## src/rtl/ebw_pkg.sv

```systemverilog
package ebw_pkg;

   typedef enum logic [2:0] {
      PH_IDLE = 3'd0,
      PH_T1   = 3'd1,
      PH_T2   = 3'd2,
      PH_TW   = 3'd3,
      PH_T3   = 3'd4
   } phase_e;

   // register map: timing-select register first, then wait registers high to low
   localparam int ADDR_SEL = 0;

endpackage

```

## src/rtl/ebw_regfile.sv

```systemverilog
module ebw_regfile #(
   parameter int REG_W  = 8,
   parameter int AREAS  = 8,
   parameter int WAIT_W = 2,
   parameter int ADDR_W = 2
) (
   input  logic                      clk,
   input  logic                      rst_n,
   input  logic                      hw_stby,
   input  logic                      we,
   input  logic [ADDR_W-1:0]         addr,
   input  logic [REG_W-1:0]          wdata,
   output logic [REG_W-1:0]          rdata,
   output logic [AREAS-1:0]          sel_o,
   output logic [AREAS*WAIT_W-1:0]   wait_o
);
   import ebw_pkg::*;

   localparam int NUM_WREG = (AREAS * WAIT_W) / REG_W;
   localparam int LAST_ADR = NUM_WREG;

   if (AREAS != REG_W) begin : g_bad_sel
      $error("one select bit per area requires AREAS == REG_W");
   end
   if ((AREAS * WAIT_W) % REG_W != 0) begin : g_bad_wait
      $error("wait fields must fill whole registers");
   end
   if ((1 << ADDR_W) < NUM_WREG + 1) begin : g_bad_addr
      $error("address width too small for register count");
   end

   logic [REG_W-1:0] sel_q;

   always_ff @(posedge clk or negedge rst_n) begin
      if (!rst_n)
         sel_q <= '1;
      else if (hw_stby)
         sel_q <= '1;
      else if (we && addr == ADDR_W'(ADDR_SEL))
         sel_q <= wdata;
   end

   assign sel_o = sel_q;

   // wait register i covers areas i*REG_W/WAIT_W upward; highest index at lowest address
   for (genvar i = 0; i < NUM_WREG; i++) begin : g_wreg
      logic [REG_W-1:0] q;
      always_ff @(posedge clk or negedge rst_n) begin
         if (!rst_n)
            q <= '1;
         else if (hw_stby)
            q <= '1;
         else if (we && addr == ADDR_W'(NUM_WREG - i))
            q <= wdata;
      end
      assign wait_o[i*REG_W +: REG_W] = q;
   end

   always_comb begin
      rdata = '0;
      if (addr == ADDR_W'(ADDR_SEL))
         rdata = sel_q;
      for (int i = 0; i < NUM_WREG; i++) begin
         if (addr == ADDR_W'(NUM_WREG - i))
            rdata = wait_o[i*REG_W +: REG_W];
      end
   end


   hw_force_chk: assert property (@(posedge clk) disable iff (!rst_n)
      hw_stby |=> (sel_q == '1 && wait_o == '1));


   unmapped_write_chk: assert property (@(posedge clk) disable iff (!rst_n)
      (we && !hw_stby && addr > ADDR_W'(LAST_ADR)) |=> ($stable(sel_q) && $stable(wait_o)));

endmodule

```

## src/rtl/ebw_timing_sel.sv

```systemverilog
module ebw_timing_sel #(
   parameter int AREAS  = 8,
   parameter int WAIT_W = 2,
   parameter int AREA_W = $clog2(AREAS)
) (
   input  logic [AREAS-1:0]        sel,
   input  logic [AREAS*WAIT_W-1:0] waits,
   input  logic [AREA_W-1:0]       area,
   input  logic                    onchip,
   input  logic                    dram,
   output logic                    three_state,
   output logic [WAIT_W-1:0]       wait_n
);

   if (AREAS < 2) begin : g_bad_areas
      $error("at least two areas are required");
   end

   logic [WAIT_W-1:0] fld [AREAS];

   for (genvar a = 0; a < AREAS; a++) begin : g_fld
      assign fld[a] = waits[a*WAIT_W +: WAIT_W];
   end

   logic external;

   always_comb begin
      external    = !onchip && !dram;
      three_state = external && sel[area];
      wait_n      = three_state ? fld[area] : '0;
   end

endmodule

```

## src/rtl/ebw_seq.sv

```systemverilog
module ebw_seq #(
   parameter int WAIT_W = 2
) (
   input  logic              clk,
   input  logic              rst_n,
   input  logic              hw_stby,
   input  logic              sw_stby,
   input  logic              req,
   input  logic              three_in,
   input  logic [WAIT_W-1:0] wait_in,
   output ebw_pkg::phase_e   phase,
   output logic              done
);
   import ebw_pkg::*;

   phase_e            phase_q;
   logic              three_q;
   logic [WAIT_W-1:0] cnt_q;

   always_ff @(posedge clk or negedge rst_n) begin
      if (!rst_n) begin
         phase_q <= PH_IDLE;
         three_q <= 1'b0;
         cnt_q   <= '0;
      end else if (hw_stby) begin
         phase_q <= PH_IDLE;
         three_q <= 1'b0;
         cnt_q   <= '0;
      end else begin
         case (phase_q)
            PH_IDLE: if (req && !sw_stby) begin
               phase_q <= PH_T1;
               three_q <= three_in;
               cnt_q   <= wait_in;
            end
            PH_T1: phase_q <= PH_T2;
            PH_T2: begin
               if (!three_q)
                  phase_q <= PH_IDLE;
               else if (cnt_q != '0) begin
                  phase_q <= PH_TW;
                  cnt_q   <= cnt_q - 1'b1;
               end else
                  phase_q <= PH_T3;
            end
            PH_TW: begin
               if (cnt_q == '0)
                  phase_q <= PH_T3;
               else
                  cnt_q <= cnt_q - 1'b1;
            end
            PH_T3: phase_q <= PH_IDLE;
            default: phase_q <= PH_IDLE;
         endcase
      end
   end

   assign phase = phase_q;
   assign done  = (phase_q == PH_T2 && !three_q) || (phase_q == PH_T3);


   wait_exit_chk: assert property (@(posedge clk) disable iff (!rst_n || hw_stby)
      (phase_q == PH_TW) |=> (phase_q == PH_TW || phase_q == PH_T3));


   done_then_idle_chk: assert property (@(posedge clk) disable iff (!rst_n || hw_stby)
      done |=> (phase_q == PH_IDLE));


   sw_hold_chk: assert property (@(posedge clk) disable iff (!rst_n || hw_stby)
      (phase_q == PH_IDLE && sw_stby) |=> (phase_q == PH_IDLE));


   start_from_idle_chk: assert property (@(posedge clk) disable iff (!rst_n || hw_stby)
      (phase_q != PH_IDLE && !done) |=> (phase_q != PH_IDLE && phase_q != PH_T1));

endmodule

```

## src/rtl/ext_bus_wait_ctrl.sv

```systemverilog
module ext_bus_wait_ctrl #(
   parameter int REG_W  = 8,
   parameter int AREAS  = 8,
   parameter int WAIT_W = 2,
   parameter int ADDR_W = 2,
   parameter int AREA_W = $clog2(AREAS)
) (
   input  logic              clk,
   input  logic              rst_n,
   input  logic              hw_stby,
   input  logic              sw_stby,
   input  logic              reg_we,
   input  logic [ADDR_W-1:0] reg_addr,
   input  logic [REG_W-1:0]  reg_wdata,
   output logic [REG_W-1:0]  reg_rdata,
   input  logic              acc_req,
   input  logic [AREA_W-1:0] acc_area,
   input  logic              acc_onchip,
   input  logic              acc_dram,
   output logic              acc_busy,
   output logic [2:0]        acc_phase,
   output logic              acc_wait,
   output logic              acc_done
);
   import ebw_pkg::*;

   logic [AREAS-1:0]        sel;
   logic [AREAS*WAIT_W-1:0] waits;
   logic                    three_state;
   logic [WAIT_W-1:0]       wait_n;
   phase_e                  phase;

   ebw_regfile #(.REG_W(REG_W), .AREAS(AREAS), .WAIT_W(WAIT_W), .ADDR_W(ADDR_W)) u_regs (
      .clk    (clk),
      .rst_n  (rst_n),
      .hw_stby(hw_stby),
      .we     (reg_we),
      .addr   (reg_addr),
      .wdata  (reg_wdata),
      .rdata  (reg_rdata),
      .sel_o  (sel),
      .wait_o (waits)
   );

   ebw_timing_sel #(.AREAS(AREAS), .WAIT_W(WAIT_W), .AREA_W(AREA_W)) u_sel (
      .sel        (sel),
      .waits      (waits),
      .area       (acc_area),
      .onchip     (acc_onchip),
      .dram       (acc_dram),
      .three_state(three_state),
      .wait_n     (wait_n)
   );

   ebw_seq #(.WAIT_W(WAIT_W)) u_seq (
      .clk     (clk),
      .rst_n   (rst_n),
      .hw_stby (hw_stby),
      .sw_stby (sw_stby),
      .req     (acc_req),
      .three_in(three_state),
      .wait_in (wait_n),
      .phase   (phase),
      .done    (acc_done)
   );

   assign acc_phase = phase;
   assign acc_busy  = (phase != PH_IDLE);
   assign acc_wait  = (phase == PH_TW);


   wait_needs_three_chk: assert property (@(posedge clk) disable iff (!rst_n || hw_stby)
      (acc_phase == 3'd2 && acc_done) |=> !acc_wait);

endmodule

```

## config.mk

```make
export PLATFORM = sky130hd
export DESIGN_NAME = ext_bus_wait_ctrl
export DESIGN_NICKNAME = d
export VERILOG_FILES = /design/src/rtl/ebw_pkg.sv /design/src/rtl/ebw_regfile.sv /design/src/rtl/ebw_timing_sel.sv /design/src/rtl/ebw_seq.sv /design/src/rtl/ext_bus_wait_ctrl.sv
export SDC_FILE = /design/constraint.sdc
export NUM_CORES = 1
export LEC_CHECK = 0
export ABC_AREA = 0
export BUFFER_PORTS_ARGS = -buffer_cell sky130_fd_sc_hd__buf_2
export CORE_UTILIZATION = 35
export CTS_BUF_LIST = sky130_fd_sc_hd__clkbuf_8
export DETAILED_ROUTE_END_ITERATION = 8
export MAX_ROUTING_LAYER = met4
export SLEW_MARGIN = 20
export SYNTH_ARGS = -nofsm -noshare
export SYNTH_HDL_FRONTEND = slang
export SYNTH_SLANG_ARGS = --single-unit
```

## constraint.sdc

```tcl
create_clock -name clk -period 2 [get_ports clk]
set_clock_uncertainty 0.2 [all_clocks]
set_input_delay 0.3 -clock clk [delete_from_list [all_inputs] [get_ports clk]]
set_output_delay 0.3 -clock clk [all_outputs]
set_load 0.005 [all_outputs]
```

==> reports/metrics.yaml <==
initial_core_util: 0.372
hold_class: "input port to flop"
synth_async_sr_flop_share: 1.00
gp_congestion: 0.790
pin_count: 35
diodes: 0
required_ns: 2.01
vdd_ir_drop_max_mv: 0.458
cts_buffer_depth: 2
layout_commonest_cell: "nand2_1"
cts-root-buf: "clkbuf_8"
start_kind: "flop"
clkSlewWorstSetupHoldPaths_ns: 0.06
antenna_found_initial: 0
cts_tree: "built"
mostFrequentLayoutCells: "57 x nand2_1, 34 x buf_2, 24 x dfstp_2"
ys_ff_latch: 30
syn_to_final_growth_pct: 20.0
synth_cells: 197
portBuffers: 34
maxCapViolCount: 0
ys.flop_type: "dfstp_2"
final_nets: 258
grt_max_degree: 31
tns_ns: 0
vias: 1542
clock_sinks: 30
die_x_um: 73.6
wl_um: 4450
synth_area_leaders: "dfstp_2 35%, mux2i_1 12%, nand2_1 12%"
core_sq_um: 4820
syn-cell-area_sq_um: 1790
endpoint_kind: "flop"
drive_gt1_frac: 0.346
placed_area_sq_um: 2050
clk_latency_ns: 0.28
yosysSeqAreaShare: 0.436
final-setup-viol-count: 0
slew_headroom: 0.552
status: "completed"
critPathKind: "flop to flop"
design_area_sq_um: 2150
grt_pass1_vias: 1457
powerDensity_nw_per_um2: 650
period_share: 0.949
crit_arrival_ns: 1.90
rsz0062_at_grt: "no"
synth.distinct_cells: 36
rows: 25
synth_fp_nets: 219
die-area_sq_um: 5410
numCtsBuffers: 5
worst_pin_slew_ns: 0.672
leakage_nw: 1.02
die_h_um: 73.6
firstDrtPassIters: 4
fmax_mhz: 527
cp_max_fo: 4
grt_overflow: 0
drt_iter0_markers: 78
grt_pass1_wl_um: 7220
wl_per_cell_um: 14.6
final-hold-violation-count: 0
period_needed_ns: 1.90
yosys.area.top_type: "dfstp_2"
h-tree-depth: 2
netlist.area_leader.share: 0.352
via_per_inst: 5.07
slew_violations: 0
yosysWarnings: 0
post_cts_resized: 0
final_antenna_net_count: 0
grt_usage: 0.187
drc_errors: 0
postSynthAreaPerCell_sq_um: 9.10
hpwl_um: 3180
synth-edff-count: 0
worst max-delay path, cell delays in order, from the launching register on:
cell and delay [ns]:
dfstp_2 0.55, nor2b_1 0.12, a2111oi_0 0.08, a311o_1 0.34, or3_4 0.39, o22ai_2 0.13
worst paths after layout:
| kind | endpoint | cells after the start | from | slack [ns] |
|---|---|---|---|---|
| worst max-delay path | u_seq.cnt_q[0] | 5 | u_regs.sel_o[1] | 0.10 |
| worst min-delay path | u_regs.g_wreg[0].q[4] | 3 | reg_wdata[4] | 0.05 |
| worst max register to register | u_seq.cnt_q[0] | 5 | u_regs.sel_o[1] | 0.10 |
| worst min register to register | u_regs.g_wreg[0].q[3] | 2 | u_regs.g_wreg[0].q[3] | 0.30 |
| max in group asynchronous | u_seq.cnt_q[1] | 2 | rst_n | 0.77 |
| min in group asynchronous | u_seq.phase[0] | 2 | rst_n | 0.40 |
routing by layer:
layer | vias to the layer above | global-route usage | part of all wire
li1 | 761 | - | -
met1 | 728 | 0.256 | 0.50
met2 | 47 | 0.265 | 0.43
met3 | 6 | 0.0535 | 0.059
met4 | 0 | 0.0620 | 0.012
met5 | - | - | 0
synth_stat cells, types with 2 or more instances:
library cell,n
buf_2,4
inv_1,4
clkbuf_1,5
nand2_1,57
dfrtp_1,6
dfstp_2,24
mux2i_1,22
nand3_1,20
or3_4,2
a311o_1,2
o21ai_1,11
mux4_2,2
o211ai_1,2
buf_6,2
nor2_1,7
a2111oi_0,3
nor2b_1,5
flip-flops by register name, summed over array words and instances, names as in the netlist:
name / count
u_regs.g_wreg.q: 16
u_regs.sel_o: 8
u_seq.cnt_q: 2
u_seq.phase: 3
u_seq.three_q: 1
report_power, final:
group	internal [mW]	switching [mW]	leakage [nW]
clock network	0.272	0.225	0.0524
logic	0.0994	0.126	0.631
registers	0.651	0.0249	0.336
total	1.02	0.376	1.02
timing repair:
item	4_1_cts	5_1_grt
buffers inserted	0	0
hold endpoints to repair	6	0
hold buffers	1	0
setup endpoints to repair	0	0
area by class of cell:
class                   instances  area, sq um
fillers                       488         2670
clock inverters                 2         8.76
flip-flops and latches         30          781
repair buffers                 44          248
clock buffers                   6         82.6
multi-input cells             150          927
inverters                       5         18.8
well taps                      67         83.8
per-stage QoR:
step	setup WS (ns)	power [mW]	hold slack, ns	instances	util
final	0.102	1.40	0.0485	304	0.446
after global routing	0.0173	1.46	0.0599	304	0.446
after CTS	0.105	1.41	0.0499	304	0.446
after detailed placement	0.114	0.909	0.185	295	0.425
after global placement	0.150	0.907	0.174	295	0.425
after floorplan	0.196	0.813	-0.196	197	-
cell families (layout without fill, tap and decap cells):
kind of cell / Yosys count / after routing / share of synthesized area
compound gates: 25 / 25 / 0.101
fa+ha+maj: 1 / 1 / 0.00698
buf+inv: 17 / 57 / 0.0468
mux: 24 / 24 / 0.148
simple gates: 100 / 100 / 0.262
flops: 30 / 30 / 0.436
(Power assumes the default switching activity.)
